<file path="src/rtl/nic_csr_pkg.sv">
package nic_csr_pkg;

    localparam int OFF_W   = 8;
    localparam int DW      = 64;
    localparam int CFG_W   = 9;
    localparam int INTR_W  = 8;
    localparam int NCHAN   = 2;
    localparam int CH_RX   = 0;
    localparam int CH_TX   = 1;
    localparam int CFG_IRQ_EN   = 2;
    localparam int EVT_RX_EMPTY = 2;
    localparam int EVT_TX_FULL  = 6;
    localparam int CMD_CLEAR    = 0;

    typedef enum logic [4:0] {
        SLOT_NONE,
        SLOT_CONFIG,
        SLOT_COMMAND,
        SLOT_ISTAT,
        SLOT_IMASK,
        SLOT_RX_COPY_CAP,
        SLOT_TX_COPY_CAP,
        SLOT_RX_PKT_CAP,
        SLOT_RX_FIFO_BYTES,
        SLOT_TX_FIFO_BYTES,
        SLOT_RX_MARK,
        SLOT_TX_MARK,
        SLOT_RX_DESC,
        SLOT_RX_STAT,
        SLOT_RX_STAT_POLL,
        SLOT_TX_DESC,
        SLOT_TX_STAT,
        SLOT_TX_STAT_POLL,
        SLOT_STATION
    } slot_id_e;

    typedef struct packed {
        slot_id_e   id;
        logic [3:0] width;
        logic       can_rd;
        logic       can_wr;
    } slot_t;

    typedef struct packed {
        logic [15:0] zero_hi;
        logic [15:0] pkts;
        logic        busy;
        logic        complete;
        logic        more;
        logic [2:0]  zero_mid;
        logic [2:0]  csum_err;
        logic [2:0]  kind;
        logic [19:0] len;
    } rx_word_t;

    typedef struct packed {
        logic [15:0] zero_hi;
        logic [15:0] pkts;
        logic        busy;
        logic        complete;
        logic        full;
        logic        low;
        logic [7:0]  zero_mid;
        logic [19:0] len;
    } tx_word_t;

    function automatic slot_t mk_slot(input slot_id_e id, input logic [3:0] w,
                                      input logic r, input logic wr);
        slot_t s;
        s.id = id; s.width = w; s.can_rd = r; s.can_wr = wr;
        return s;
    endfunction

    // index is the byte offset divided by four
    function automatic slot_t slot_lookup(input logic [5:0] idx);
        case (idx)
            6'd0:  return mk_slot(SLOT_CONFIG,        4'd4, 1'b1, 1'b1);
            6'd1:  return mk_slot(SLOT_COMMAND,       4'd4, 1'b0, 1'b1);
            6'd2:  return mk_slot(SLOT_ISTAT,         4'd4, 1'b1, 1'b1);
            6'd3:  return mk_slot(SLOT_IMASK,         4'd4, 1'b1, 1'b1);
            6'd4:  return mk_slot(SLOT_RX_COPY_CAP,   4'd4, 1'b1, 1'b0);
            6'd5:  return mk_slot(SLOT_TX_COPY_CAP,   4'd4, 1'b1, 1'b0);
            6'd6:  return mk_slot(SLOT_RX_PKT_CAP,    4'd4, 1'b1, 1'b0);
            6'd8:  return mk_slot(SLOT_RX_FIFO_BYTES, 4'd4, 1'b1, 1'b0);
            6'd9:  return mk_slot(SLOT_TX_FIFO_BYTES, 4'd4, 1'b1, 1'b0);
            6'd10: return mk_slot(SLOT_RX_MARK,       4'd4, 1'b1, 1'b0);
            6'd11: return mk_slot(SLOT_TX_MARK,       4'd4, 1'b1, 1'b0);
            6'd12: return mk_slot(SLOT_RX_DESC,       4'd8, 1'b1, 1'b1);
            6'd14: return mk_slot(SLOT_RX_STAT,       4'd8, 1'b1, 1'b0);
            6'd16: return mk_slot(SLOT_RX_STAT_POLL,  4'd8, 1'b1, 1'b0);
            6'd18: return mk_slot(SLOT_TX_DESC,       4'd8, 1'b1, 1'b1);
            6'd20: return mk_slot(SLOT_TX_STAT,       4'd8, 1'b1, 1'b0);
            6'd22: return mk_slot(SLOT_TX_STAT_POLL,  4'd8, 1'b1, 1'b0);
            6'd24: return mk_slot(SLOT_STATION,       4'd8, 1'b1, 1'b0);
            default: return mk_slot(SLOT_NONE,        4'd0, 1'b0, 1'b0);
        endcase
    endfunction

    function automatic logic [DW-1:0] pack_rx(input logic [19:0] len, input logic [2:0] kind,
                                              input logic [2:0] err, input logic more,
                                              input logic complete, input logic busy,
                                              input logic [15:0] pkts);
        rx_word_t w;
        w = '0;
        w.len = len; w.kind = kind; w.csum_err = err; w.more = more;
        w.complete = complete; w.busy = busy; w.pkts = pkts;
        return w;
    endfunction

    function automatic logic [DW-1:0] pack_tx(input logic [19:0] len, input logic low,
                                              input logic full, input logic complete,
                                              input logic busy, input logic [15:0] pkts);
        tx_word_t w;
        w = '0;
        w.len = len; w.low = low; w.full = full;
        w.complete = complete; w.busy = busy; w.pkts = pkts;
        return w;
    endfunction

endpackage

</file>
<file path="src/rtl/nic_csr_decode.sv">
module nic_csr_decode
    import nic_csr_pkg::*;
(
    input  logic [OFF_W-1:0] off,
    input  logic [3:0]       size,
    input  logic             wr,
    output logic             ok,
    output slot_id_e         id
);
    slot_t slot;

    always_comb begin
        slot = slot_lookup(off[OFF_W-1:2]);
        id   = slot.id;
        ok   = (slot.id != SLOT_NONE) && (off[1:0] == 2'b00) &&
               (size == slot.width) && (wr ? slot.can_wr : slot.can_rd);
    end
endmodule

</file>
<file path="src/rtl/nic_csr_chan.sv">
module nic_csr_chan
    import nic_csr_pkg::*;
(
    input  logic          clk,
    input  logic          rst,
    input  logic          clr,
    input  logic          load,
    input  logic [DW-1:0] wdata,
    input  logic          done,
    output logic [DW-1:0] desc,
    output logic          busy
);
    always_ff @(posedge clk) begin
        if (rst || clr) begin
            desc <= '0;
            busy <= 1'b0;
        end else begin
            if (load) desc <= wdata;
            busy <= (busy & ~done) | load;
        end
    end
endmodule

</file>
<file path="src/rtl/nic_csr_intr.sv">
module nic_csr_intr
    import nic_csr_pkg::*;
(
    input  logic              clk,
    input  logic              rst,
    input  logic              clr,
    input  logic [INTR_W-1:0] evt,
    input  logic [INTR_W-1:0] stat_clr,
    input  logic              mask_we,
    input  logic [INTR_W-1:0] mask_wdata,
    input  logic              irq_en,
    output logic [INTR_W-1:0] stat,
    output logic [INTR_W-1:0] mask,
    output logic              empty_seen,
    output logic              full_seen,
    output logic              irq
);
    always_ff @(posedge clk) begin
        if (rst || clr) begin
            stat       <= '0;
            mask       <= '0;
            empty_seen <= 1'b0;
            full_seen  <= 1'b0;
        end else begin
            stat <= (stat & ~stat_clr) | evt;
            if (mask_we) mask <= mask_wdata;
            if (evt[EVT_RX_EMPTY]) empty_seen <= 1'b1;
            if (evt[EVT_TX_FULL])  full_seen  <= 1'b1;
        end
    end

    assign irq = irq_en & (|(stat & mask));
endmodule

</file>
<file path="src/rtl/nic_csr_bank.sv">
module nic_csr_bank
    import nic_csr_pkg::*;
#(
    parameter logic [31:0] RX_COPY_CAP   = 32'h0000_0600,
    parameter logic [31:0] TX_COPY_CAP   = 32'h0000_0700,
    parameter logic [31:0] RX_PKT_CAP    = 32'd10,
    parameter logic [31:0] RX_FIFO_BYTES = 32'h0001_0000,
    parameter logic [31:0] TX_FIFO_BYTES = 32'h0000_8000,
    parameter logic [31:0] RX_MARK       = 32'h0000_C000,
    parameter logic [31:0] TX_MARK       = 32'h0000_2000,
    parameter logic [63:0] STATION_ADDR  = 64'h0000_0A1B_2C3D_4E5F
) (
    input  logic         clk,
    input  logic         rst,
    input  logic         req_vld,
    input  logic         req_wr,
    input  logic [3:0]   req_size,
    input  logic [7:0]   req_off,
    input  logic [63:0]  req_wdata,
    output logic         rsp_vld,
    output logic         rsp_err,
    output logic [63:0]  rsp_rdata,
    input  logic         rx_done_pulse,
    input  logic         tx_done_pulse,
    input  logic [19:0]  rx_copy_len,
    input  logic [2:0]   rx_kind,
    input  logic [2:0]   rx_csum_err,
    input  logic         rx_more,
    input  logic         rx_complete,
    input  logic [15:0]  rx_fifo_pkts,
    input  logic [19:0]  tx_copy_len,
    input  logic         tx_below_mark,
    input  logic         tx_fifo_full,
    input  logic         tx_complete,
    input  logic [15:0]  tx_fifo_pkts,
    input  logic [7:0]   intr_evt,
    output logic [8:0]   cfg_out,
    output logic         rx_busy,
    output logic         tx_busy,
    output logic         rx_empty_seen,
    output logic         tx_full_seen,
    output logic         irq
);
    localparam int PAD32 = DW - 32;

    logic        acc_ok;
    slot_id_e    acc_id;
    logic        rd_hit, wr_hit, bad_acc, cmd_clear;
    logic [CFG_W-1:0]  cfg_q;
    logic [INTR_W-1:0] istat, imask, istat_clr;
    logic [DW-1:0]     rd_word, rx_word, tx_word;
    logic [NCHAN-1:0]  ch_load, ch_done, ch_busy;
    logic [DW-1:0]     ch_desc [NCHAN];

    nic_csr_decode u_dec (
        .off (req_off),
        .size(req_size),
        .wr  (req_wr),
        .ok  (acc_ok),
        .id  (acc_id)
    );

    assign rd_hit    = req_vld & acc_ok & ~req_wr;
    assign wr_hit    = req_vld & acc_ok & req_wr;
    assign bad_acc   = req_vld & ~acc_ok;
    assign cmd_clear = wr_hit && (acc_id == SLOT_COMMAND) && req_wdata[CMD_CLEAR];

    // descriptor channels, index 0 receive, 1 transmit
    assign ch_load[CH_RX] = wr_hit && (acc_id == SLOT_RX_DESC);
    assign ch_load[CH_TX] = wr_hit && (acc_id == SLOT_TX_DESC);
    assign ch_done[CH_RX] = rx_done_pulse;
    assign ch_done[CH_TX] = tx_done_pulse;

    for (genvar c = 0; c < NCHAN; c++) begin : g_chan
        nic_csr_chan u_chan (
            .clk  (clk),
            .rst  (rst),
            .clr  (cmd_clear),
            .load (ch_load[c]),
            .wdata(req_wdata),
            .done (ch_done[c]),
            .desc (ch_desc[c]),
            .busy (ch_busy[c])
        );
    end

    assign rx_busy = ch_busy[CH_RX];
    assign tx_busy = ch_busy[CH_TX];

    always_comb begin
        istat_clr = '0;
        if (rd_hit && acc_id == SLOT_ISTAT) istat_clr = '1;
        else if (wr_hit && acc_id == SLOT_ISTAT) istat_clr = req_wdata[INTR_W-1:0];
    end

    nic_csr_intr u_intr (
        .clk       (clk),
        .rst       (rst),
        .clr       (cmd_clear),
        .evt       (intr_evt),
        .stat_clr  (istat_clr),
        .mask_we   (wr_hit && acc_id == SLOT_IMASK),
        .mask_wdata(req_wdata[INTR_W-1:0]),
        .irq_en    (cfg_q[CFG_IRQ_EN]),
        .stat      (istat),
        .mask      (imask),
        .empty_seen(rx_empty_seen),
        .full_seen (tx_full_seen),
        .irq       (irq)
    );

    always_ff @(posedge clk) begin
        if (rst || cmd_clear) cfg_q <= '0;
        else if (wr_hit && acc_id == SLOT_CONFIG) cfg_q <= req_wdata[CFG_W-1:0];
    end
    assign cfg_out = cfg_q;

    // completion words built live from engine state
    assign rx_word = pack_rx(rx_copy_len, rx_kind, rx_csum_err, rx_more,
                             rx_complete, ch_busy[CH_RX], rx_fifo_pkts);
    assign tx_word = pack_tx(tx_copy_len, tx_below_mark, tx_fifo_full,
                             tx_complete, ch_busy[CH_TX], tx_fifo_pkts);

    always_comb begin
        case (acc_id)
            SLOT_CONFIG:        rd_word = {{(DW-CFG_W){1'b0}}, cfg_q};
            SLOT_ISTAT:         rd_word = {{(DW-INTR_W){1'b0}}, istat};
            SLOT_IMASK:         rd_word = {{(DW-INTR_W){1'b0}}, imask};
            SLOT_RX_COPY_CAP:   rd_word = {{PAD32{1'b0}}, RX_COPY_CAP};
            SLOT_TX_COPY_CAP:   rd_word = {{PAD32{1'b0}}, TX_COPY_CAP};
            SLOT_RX_PKT_CAP:    rd_word = {{PAD32{1'b0}}, RX_PKT_CAP};
            SLOT_RX_FIFO_BYTES: rd_word = {{PAD32{1'b0}}, RX_FIFO_BYTES};
            SLOT_TX_FIFO_BYTES: rd_word = {{PAD32{1'b0}}, TX_FIFO_BYTES};
            SLOT_RX_MARK:       rd_word = {{PAD32{1'b0}}, RX_MARK};
            SLOT_TX_MARK:       rd_word = {{PAD32{1'b0}}, TX_MARK};
            SLOT_RX_DESC:       rd_word = ch_desc[CH_RX];
            SLOT_TX_DESC:       rd_word = ch_desc[CH_TX];
            SLOT_RX_STAT,
            SLOT_RX_STAT_POLL:  rd_word = rx_word;
            SLOT_TX_STAT,
            SLOT_TX_STAT_POLL:  rd_word = tx_word;
            SLOT_STATION:       rd_word = STATION_ADDR;
            default:            rd_word = '0;
        endcase
    end

    always_ff @(posedge clk) begin
        if (rst) begin
            rsp_vld   <= 1'b0;
            rsp_err   <= 1'b0;
            rsp_rdata <= '0;
        end else begin
            rsp_vld   <= rd_hit;
            rsp_err   <= bad_acc;
            rsp_rdata <= rd_hit ? rd_word : '0;
        end
    end
endmodule

</file>
<file path="config.mk">
export PLATFORM = sky130hd
export DESIGN_NAME = nic_csr_bank
export DESIGN_NICKNAME = d
export VERILOG_FILES = /design/src/rtl/nic_csr_pkg.sv /design/src/rtl/nic_csr_decode.sv /design/src/rtl/nic_csr_chan.sv /design/src/rtl/nic_csr_intr.sv /design/src/rtl/nic_csr_bank.sv
export SDC_FILE = /design/constraint.sdc
export NUM_CORES = 1
export LEC_CHECK = 0
export CAP_MARGIN = 0
export CORE_MARGIN = 1
export CORE_UTILIZATION = 34
export DETAILED_ROUTE_END_ITERATION = 8
export DONT_BUFFER_PORTS = 1
export SYNTH_ARGS = -nofsm -noshare
export SYNTH_HDL_FRONTEND = slang
export SYNTH_SLANG_ARGS = --single-unit
export TNS_END_PERCENT = 1
</file>
<file path="constraint.sdc">
create_clock -name clk -period 3.9 [get_ports clk]
set_input_delay 0.195 -clock clk [delete_from_list [all_inputs] [get_ports clk]]
set_output_delay 0.195 -clock clk [all_outputs]
set_load 0.05 [all_outputs]
</file>
==> metrics.txt, run 1 <==
run status=completed; DRT Pass-1 Iters=7; Worst EP arrival=3.54 ns; number of vias per cell=5.821; CP max FO=32; power density over the cells=423.4 mW/mm^2; CTS sink cnt=223; H-tree depth=1; worst slew pin tran=0.9885 ns; Crit. End Element=flip-flop; die area=0.02950 sq mm; placer congestion estimate=0.8364; Slowest cell on crit path=nor2_4; FP Rows=61; Yosys reg bits=223; Setup crit start kind=input pin; crit path launch=req_off[2]; final WL=33810 um; Max stage delay on crit path=0.79 ns; dpl hpwl=19980 um; Area Overhead vs Synth=27.61%; RSZ-0062 raised after global routing=no; layout cells sized above 1=11.11%; Mapped Cells=1134; final std cells w/o fill=1625; Initial Utilization=34.89%; Slew HR=33.94%; Worst Path Class, Setup=in2reg; ys async rst share=0%; DRC=0; core area=0.02809 sq mm; Worst VDD drop=0.2881 mV; crit share post-route=79.02%; register area=0.004464 sq mm; # port buffers=0; Post-CTS Setup Repair Bufs=0; vias in the first global route=8826; CTS root buf=clkbuf_16; min cycle time layout=3.082 ns; total power=0.005294 W; global-route wire length before repair=50380 um; Worst-Skew Late Latency=0.53 ns; starting DRC count in detailed routing=1053; Min-Delay Path Class=in2reg; crit-path cells=inv_1 > ha_1 > nor4bb_1 > a211o_1 > o21ai_2 > nor2_4 > buf_4 > a222oi_1 > a21oi_1 > dlygate4sd3_1; per-cell routed wire length=20.81 um; Achievable Freq=324.5 MHz; Slew Limit Fails=0; FILL cells=2759; clock buffer depth=3; placed cell count=1418; Die Height=171.8 um; antenna violations before repair=5; setup TNS=0 ns; Buf+Inv Stages, Crit Path=3; # IOs=253; Final #Nets=1401; main flop type after synthesis=dfxtp_1; WHS=0.03046 ns; GR Util All Layers=21.78%; sequential area share after synthesis=45.56%; placed cell area=0.009995 sq mm; die width=171.8 um; Overflow after GRT=0; worst endpoint required time=4.36 ns; Synth Net Count=1312; Fin. Hold Viols=0; Synth Warn #=0; start point of the worst hold path=tx_copy_len[2]; multi-input logic area=0.004674 sq mm; Post-Syn Area=0.009798 sq mm; CTS tree=yes; cell family with most CP delay=simple AND/OR/NAND/NOR gates; Detail Route Antenna Nets=0; number of CTS-inserted buffers=26; Clk pin slew, worst setup/hold paths=0.06 ns; largest net degree at the start of global routing=92; Post-synth EDFFs=0; post-synth cell types=67; fin area=0.01250 sq mm; max cap viols=0; Setup Skew=0.009210 ns; worst r2r src=cfg_out[5]$_SDFFE_PP0P_; Pleak=3.921 nW; # setup viols final=0; Avg Cell Area, Syn=8.640 sq um; via count=9459
[per-layer routing]
layer  vias up  global-route usage [%]  share of wire [%]
met5         -                       0                  0
met2       415                   35.77                 47
met3        69                   4.211                7.8
li1       4409                       -                  -
met1      4566                   28.17                 42
met4         0                   8.080                3.2
[sequential cells by signal, indices dropped and copies added, names as in the netlist]
name	cells
g_chan.u_chan.desc	128
rsp_rdata	64
cfg_out	9
u_intr.mask	8
u_intr.stat	8
g_chan.u_chan.busy	2
rsp_err	1
rsp_vld	1
u_intr.empty_seen	1
u_intr.full_seen	1
[stage by stage]
| stage | utilization [%] | setup WS, ns |
|---|---|---|
| 6_report | 44.52 | 0.8181 |
| 2_1_floorplan | - | 1.525 |
| 4_1_cts | 44.47 | 0.9701 |
| 5_1_grt | 44.51 | 0.6534 |
| 3_5_place_dp | 35.58 | 0.9408 |
| 3_3_place_gp | 35.58 | 0.9407 |
[synthesized netlist by cell type (4+ instances only)]
cell | n | share of area [%]
a211oi_1 | 10 | 0.77
a21oi_1 | 134 | 6.8
a21oi_2 | 38 | 3.4
a221oi_1 | 8 | 0.72
a222oi_1 | 31 | 3.2
a22oi_1 | 39 | 3.0
a31oi_1 | 23 | 1.5
and4_1 | 10 | 0.89
buf_2 | 25 | 1.3
buf_4 | 12 | 0.92
buf_6 | 14 | 1.6
clkbuf_1 | 67 | 2.6
dfxtp_1 | 223 | 46
ha_1 | 5 | 0.64
inv_1 | 16 | 0.61
nand2_1 | 42 | 1.6
nand3_1 | 150 | 7.7
nor2_1 | 33 | 1.3
nor2b_1 | 5 | 0.32
nor3_2 | 4 | 0.41
o211ai_1 | 5 | 0.38
o21a_1 | 6 | 0.46
o21ai_0 | 166 | 8.5
or3_1 | 5 | 0.32
[report_power, final]
group          leakage (nW)  switching, W  internal, W
Sequential             1.80     0.0000142      0.00229
Clock                 0.450       0.00100      0.00167
Combinational          1.67      0.000182     0.000140
[cell usage in the layout (no fill, tap or decap), types with 6 or more instances in the layout]
| cell | n |
|---|---|
| a22oi_1 | 39 |
| nand3_1 | 150 |
| nor2_1 | 33 |
| and4_1 | 9 |
| a221oi_1 | 8 |
| a211oi_1 | 10 |
| dfxtp_1 | 223 |
| nand2_1 | 42 |
| a21oi_2 | 38 |
| buf_12 | 9 |
| a21oi_1 | 133 |
| a222oi_1 | 31 |
| buf_4 | 19 |
| dlygate4sd3_1 | 155 |
| clkbuf_16 | 27 |
| o21ai_0 | 166 |
| a31oi_1 | 23 |
| inv_1 | 16 |
| o21a_1 | 6 |
[area by class of cell]
cell class	count	share of cell area [%]
Sequential cell	223	35.71
Antenna cell	5	0.1001
Tap cell	378	3.783
Clock buffer	35	5.964
Multi-Input combinational cell	773	37.39
Clock inverter	12	1.591
Timing Repair Buffer	183	14.99
Inverter	16	0.4803
[path summary, 6_finish.rpt]
check | slack (ns) | end | depth (start not counted)
setup / recovery | 0.82 | rsp_rdata[39]$_SDFF_PP0_ | 10
hold / removal | 0.03 | rsp_rdata[2]$_SDFF_PP0_ | 3
setup reg to reg | 2.19 | rsp_rdata[5]$_SDFF_PP0_ | 3
hold reg to reg | 0.46 | rsp_rdata[14]$_SDFF_PP0_ | 2
[kinds of logic after synthesis]
logic type                 after synthesis  share of synthesized area, %
AOI/OAI and AO/OA                      482                         30.85
and+or+nand+nor                        282                         15.29
DFF                                    223                         45.56
buffers and inverters                  138                         7.151
adders and majority gates                5                        0.6385
muxes                                    4                        0.5107
[worst register-to-register path: cells and delay by family (launching register included)]
family	cells	cell delay, ns
AOI/OAI and AO/OA	2	0.43
buffers and inverters	1	0.56
DFF	1	0.66
[timing repair]
item	4_1_cts	5_1_grt
hold buffers	155	0
endpoints found under the hold margin	203	0
gates resized for setup	0	0
No activity file was read; power rests on OpenSTA's default activity.
==> inputs of run 2 (changes only) <==
==> constraint.sdc (replaced) <==
create_clock -name clk -period 3.1 [get_ports clk]
set_input_delay 0.155 -clock clk [delete_from_list [all_inputs] [get_ports clk]]
set_output_delay 0.155 -clock clk [all_outputs]
set_load 0.05 [all_outputs]
==> run 2 against run 1 <==
Compared with the run above: power is 18% higher; clock-buffer cell count is 1 higher; highest routed layer unchanged; sequential share of layout area hardly changed; combinational power is 31% higher; die area stayed put; critical path type unchanged; register-to-register slack worse by 0.79 ns.
==> metrics.txt, run 2 (synthesis results as in run 1) <==
number of flip-flops under the largest register name=128 (unchanged); crit-path cells=inv_1 > ha_1 > nor4bb_1 > a211o_1 > nand3_1 > a21oi_4 > buf_12 > nand2_1 > a21oi_1 > dlygate4sd3_1 (was inv_1 > ha_1 > nor4bb_1 > a211o_1 > o21ai_2 > nor2_4 > buf_4 > a222oi_1 > a21oi_1 > dlygate4sd3_1); most flop-heavy register=g_chan.u_chan.desc (unchanged); dpl hpwl=20560 um (was 19980 um); Min-Delay Path Class=in2reg (unchanged); FP Rows=61 (unchanged); worst endpoint required time=3.55 ns (was 4.36 ns); min cycle time layout=2.631 ns; DRT Pass-1 Iters=6 (was 7); Gate power share=6.7% (was 6.1%); # IOs=253 (unchanged); power density over the cells=500.1 mW/mm^2 (was 423.4 mW/mm^2); CTS sink cnt=223 (unchanged); die width=171.8 um (unchanged); Clock Power Share=47.0% (was 50.5%); worst r2r src=cfg_out[5]$_SDFFE_PP0P_ (unchanged); Max stage delay on crit path=0.59 ns (was 0.79 ns); Sw Ratio=23.14% (was 22.61%); Detail Route Antenna Nets=0 (unchanged); layout cells sized above 1=11.47% (was 11.11%); Post-CTS Setup Repair Bufs=0 (unchanged); Pint=0.004806 W (was 0.004097 W); fin area=0.01250 sq mm (about the same); number of CTS-inserted buffers=25 (was 26); Net Switching=0.001447 W (was 0.001197 W); max cap viols=0 (unchanged); Buf+Inv Stages, Crit Path=3 (unchanged); commonest non-fill, non-tap cells in the layout=dfxtp_1, o21ai_0, dlygate4sd3_1 (unchanged); start point of the worst hold path=tx_copy_len[8] (was tx_copy_len[2]); Slowest cell on crit path=dlygate4sd3_1 (was nor2_4); Worst VDD drop=0.3517 mV (was 0.2881 mV); Slew Limit Fails=0 (unchanged); CTS tree=yes (unchanged); clock buffer depth=3 (unchanged); Die Height=171.8 um (unchanged); starting DRC count in detailed routing=1067 (was 1053); Crit. End Element=flip-flop (unchanged); placer congestion estimate=0.8604 (was 0.8364); CTS root buf=clkbuf_16 (unchanged); H-tree depth=1 (unchanged); DRC=0 (unchanged); number of vias per cell=5.821 (about the same); setup TNS=0 ns (unchanged); cell family with most CP delay=compound AO/OA/AOI/OAI gates (was simple AND/OR/NAND/NOR gates); Final #Nets=1411 (was 1401); core area=0.02809 sq mm (unchanged); antenna violations before repair=1 (was 5); FILL cells=2759 (unchanged); per-cell routed wire length=20.71 um (was 20.81 um); CP max FO=18 (was 32); crit share post-route=84.87%; Clk pin slew, worst setup/hold paths=0.06 ns (about the same); crit path launch=req_off[2] (unchanged); worst slew pin tran=0.8851 ns (was 0.9885 ns); Slew HR=41.00% (was 33.94%); Worst-Skew Late Latency=0.52 ns (was 0.53 ns); run status=completed (unchanged); global-route wire length before repair=51250 um (was 50380 um); GR Util All Layers=21.95% (was 21.78%); Fin. Hold Viols=0 (unchanged); power share of the sequential group=46.3% (was 43.4%); Worst Path Class, Setup=in2reg (unchanged); Overflow after GRT=0 (unchanged); Area Overhead vs Synth=27.62% (was 27.61%); die area=0.02950 sq mm (unchanged); # setup viols final=0 (unchanged); RSZ-0062 raised after global routing=no (unchanged); largest net degree at the start of global routing=90 (was 92); placed cell area=0.01013 sq mm (was 0.009995 sq mm); Setup crit start kind=input pin (unchanged); final WL=33720 um (was 33810 um); Setup Skew=0.01056 ns (was 0.009210 ns); via count=9476 (was 9459); commonest non-fill, non-tap cell in the layout=dfxtp_1 (unchanged); vias in the first global route=9029 (was 8826); Worst EP arrival=3.08 ns (was 3.54 ns); Pleak=3.947 nW (was 3.921 nW); Initial Utilization=34.89% (unchanged); # port buffers=0 (unchanged); Achievable Freq=380.1 MHz
==> run 2: timing repair <==
| item | CTS | global route |
|---|---|---|
| hold buffers | 156 | 0 |
| resized for setup | 0 | 0 |
| endpoints found under the hold margin | 204 | 0 |
==> run 2: cell type report <==
class	count	area (sq um)	share of cell area (%)
Clock buffer	36	747.0	5.974
Tap cell	378	473.0	3.782
Inverter	16	60.06	0.4803
Clock inverter	5	56.30	0.4503
Timing Repair Buffer	194	2022	16.17
Antenna cell	3	7.507	0.06004
Sequential cell	223	4464	35.70
Multi-Input combinational cell	773	4674	37.38
==> run 2: stage by stage <==
step                      std cells  worst slack (ns)  total power [W]  hold WS [ns]  utilization (%)
after CTS                      1625            0.5746         0.006314     0.0009959            44.49
after global placement         1428            0.4770         0.003217        0.2742            36.07
after floorplan                1134            0.7653         0.003149        0.2708                -
after global routing           1626            0.2840         0.006447       0.02739            44.50
after detailed placement       1428            0.4294         0.003217        0.2906            36.07
final                          1628            0.4690         0.006253      0.005350            44.52
==> run 2: worst register-to-register path: stages, from the launching register on <==
cell	delay [ns]
dfxtp_1	0.49
a222oi_1	0.41
a31oi_1	0.13
dlygate4sd3_1	0.57
==> run 2: path summary, 6_finish.rpt <==
path | to | slack (ns) | depth (start not counted)
setup / recovery | rsp_rdata[37]$_SDFF_PP0_ | 0.47 | 10
setup reg to reg | rsp_rdata[5]$_SDFF_PP0_ | 1.40 | 3
hold reg to reg | rsp_rdata[14]$_SDFF_PP0_ | 0.45 | 2
hold / removal | rsp_rdata[8]$_SDFF_PP0_ | 0.005 | 3
==> run 2: power groups by stage <==
stage	sequential [W]	combinational (W)	clock [W]
global placement	0.00296	0.000261	0
floorplan	0.00295	0.000196	0
global route	0.00289	0.000449	0.00311
CTS	0.00289	0.000416	0.00301
detailed placement	0.00296	0.000261	0
finish	0.00289	0.000421	0.00294
==> run 2: per-layer routing <==
metal,vias up,global-route usage (%),routed length (um),part of all wire [%]
met4,0,7.311,1117,3.3
met3,75,4.441,2616,7.8
met2,418,35.82,15750,47
met5,-,0,0,0
met1,4572,28.78,14240,42
li1,4411,-,-,-
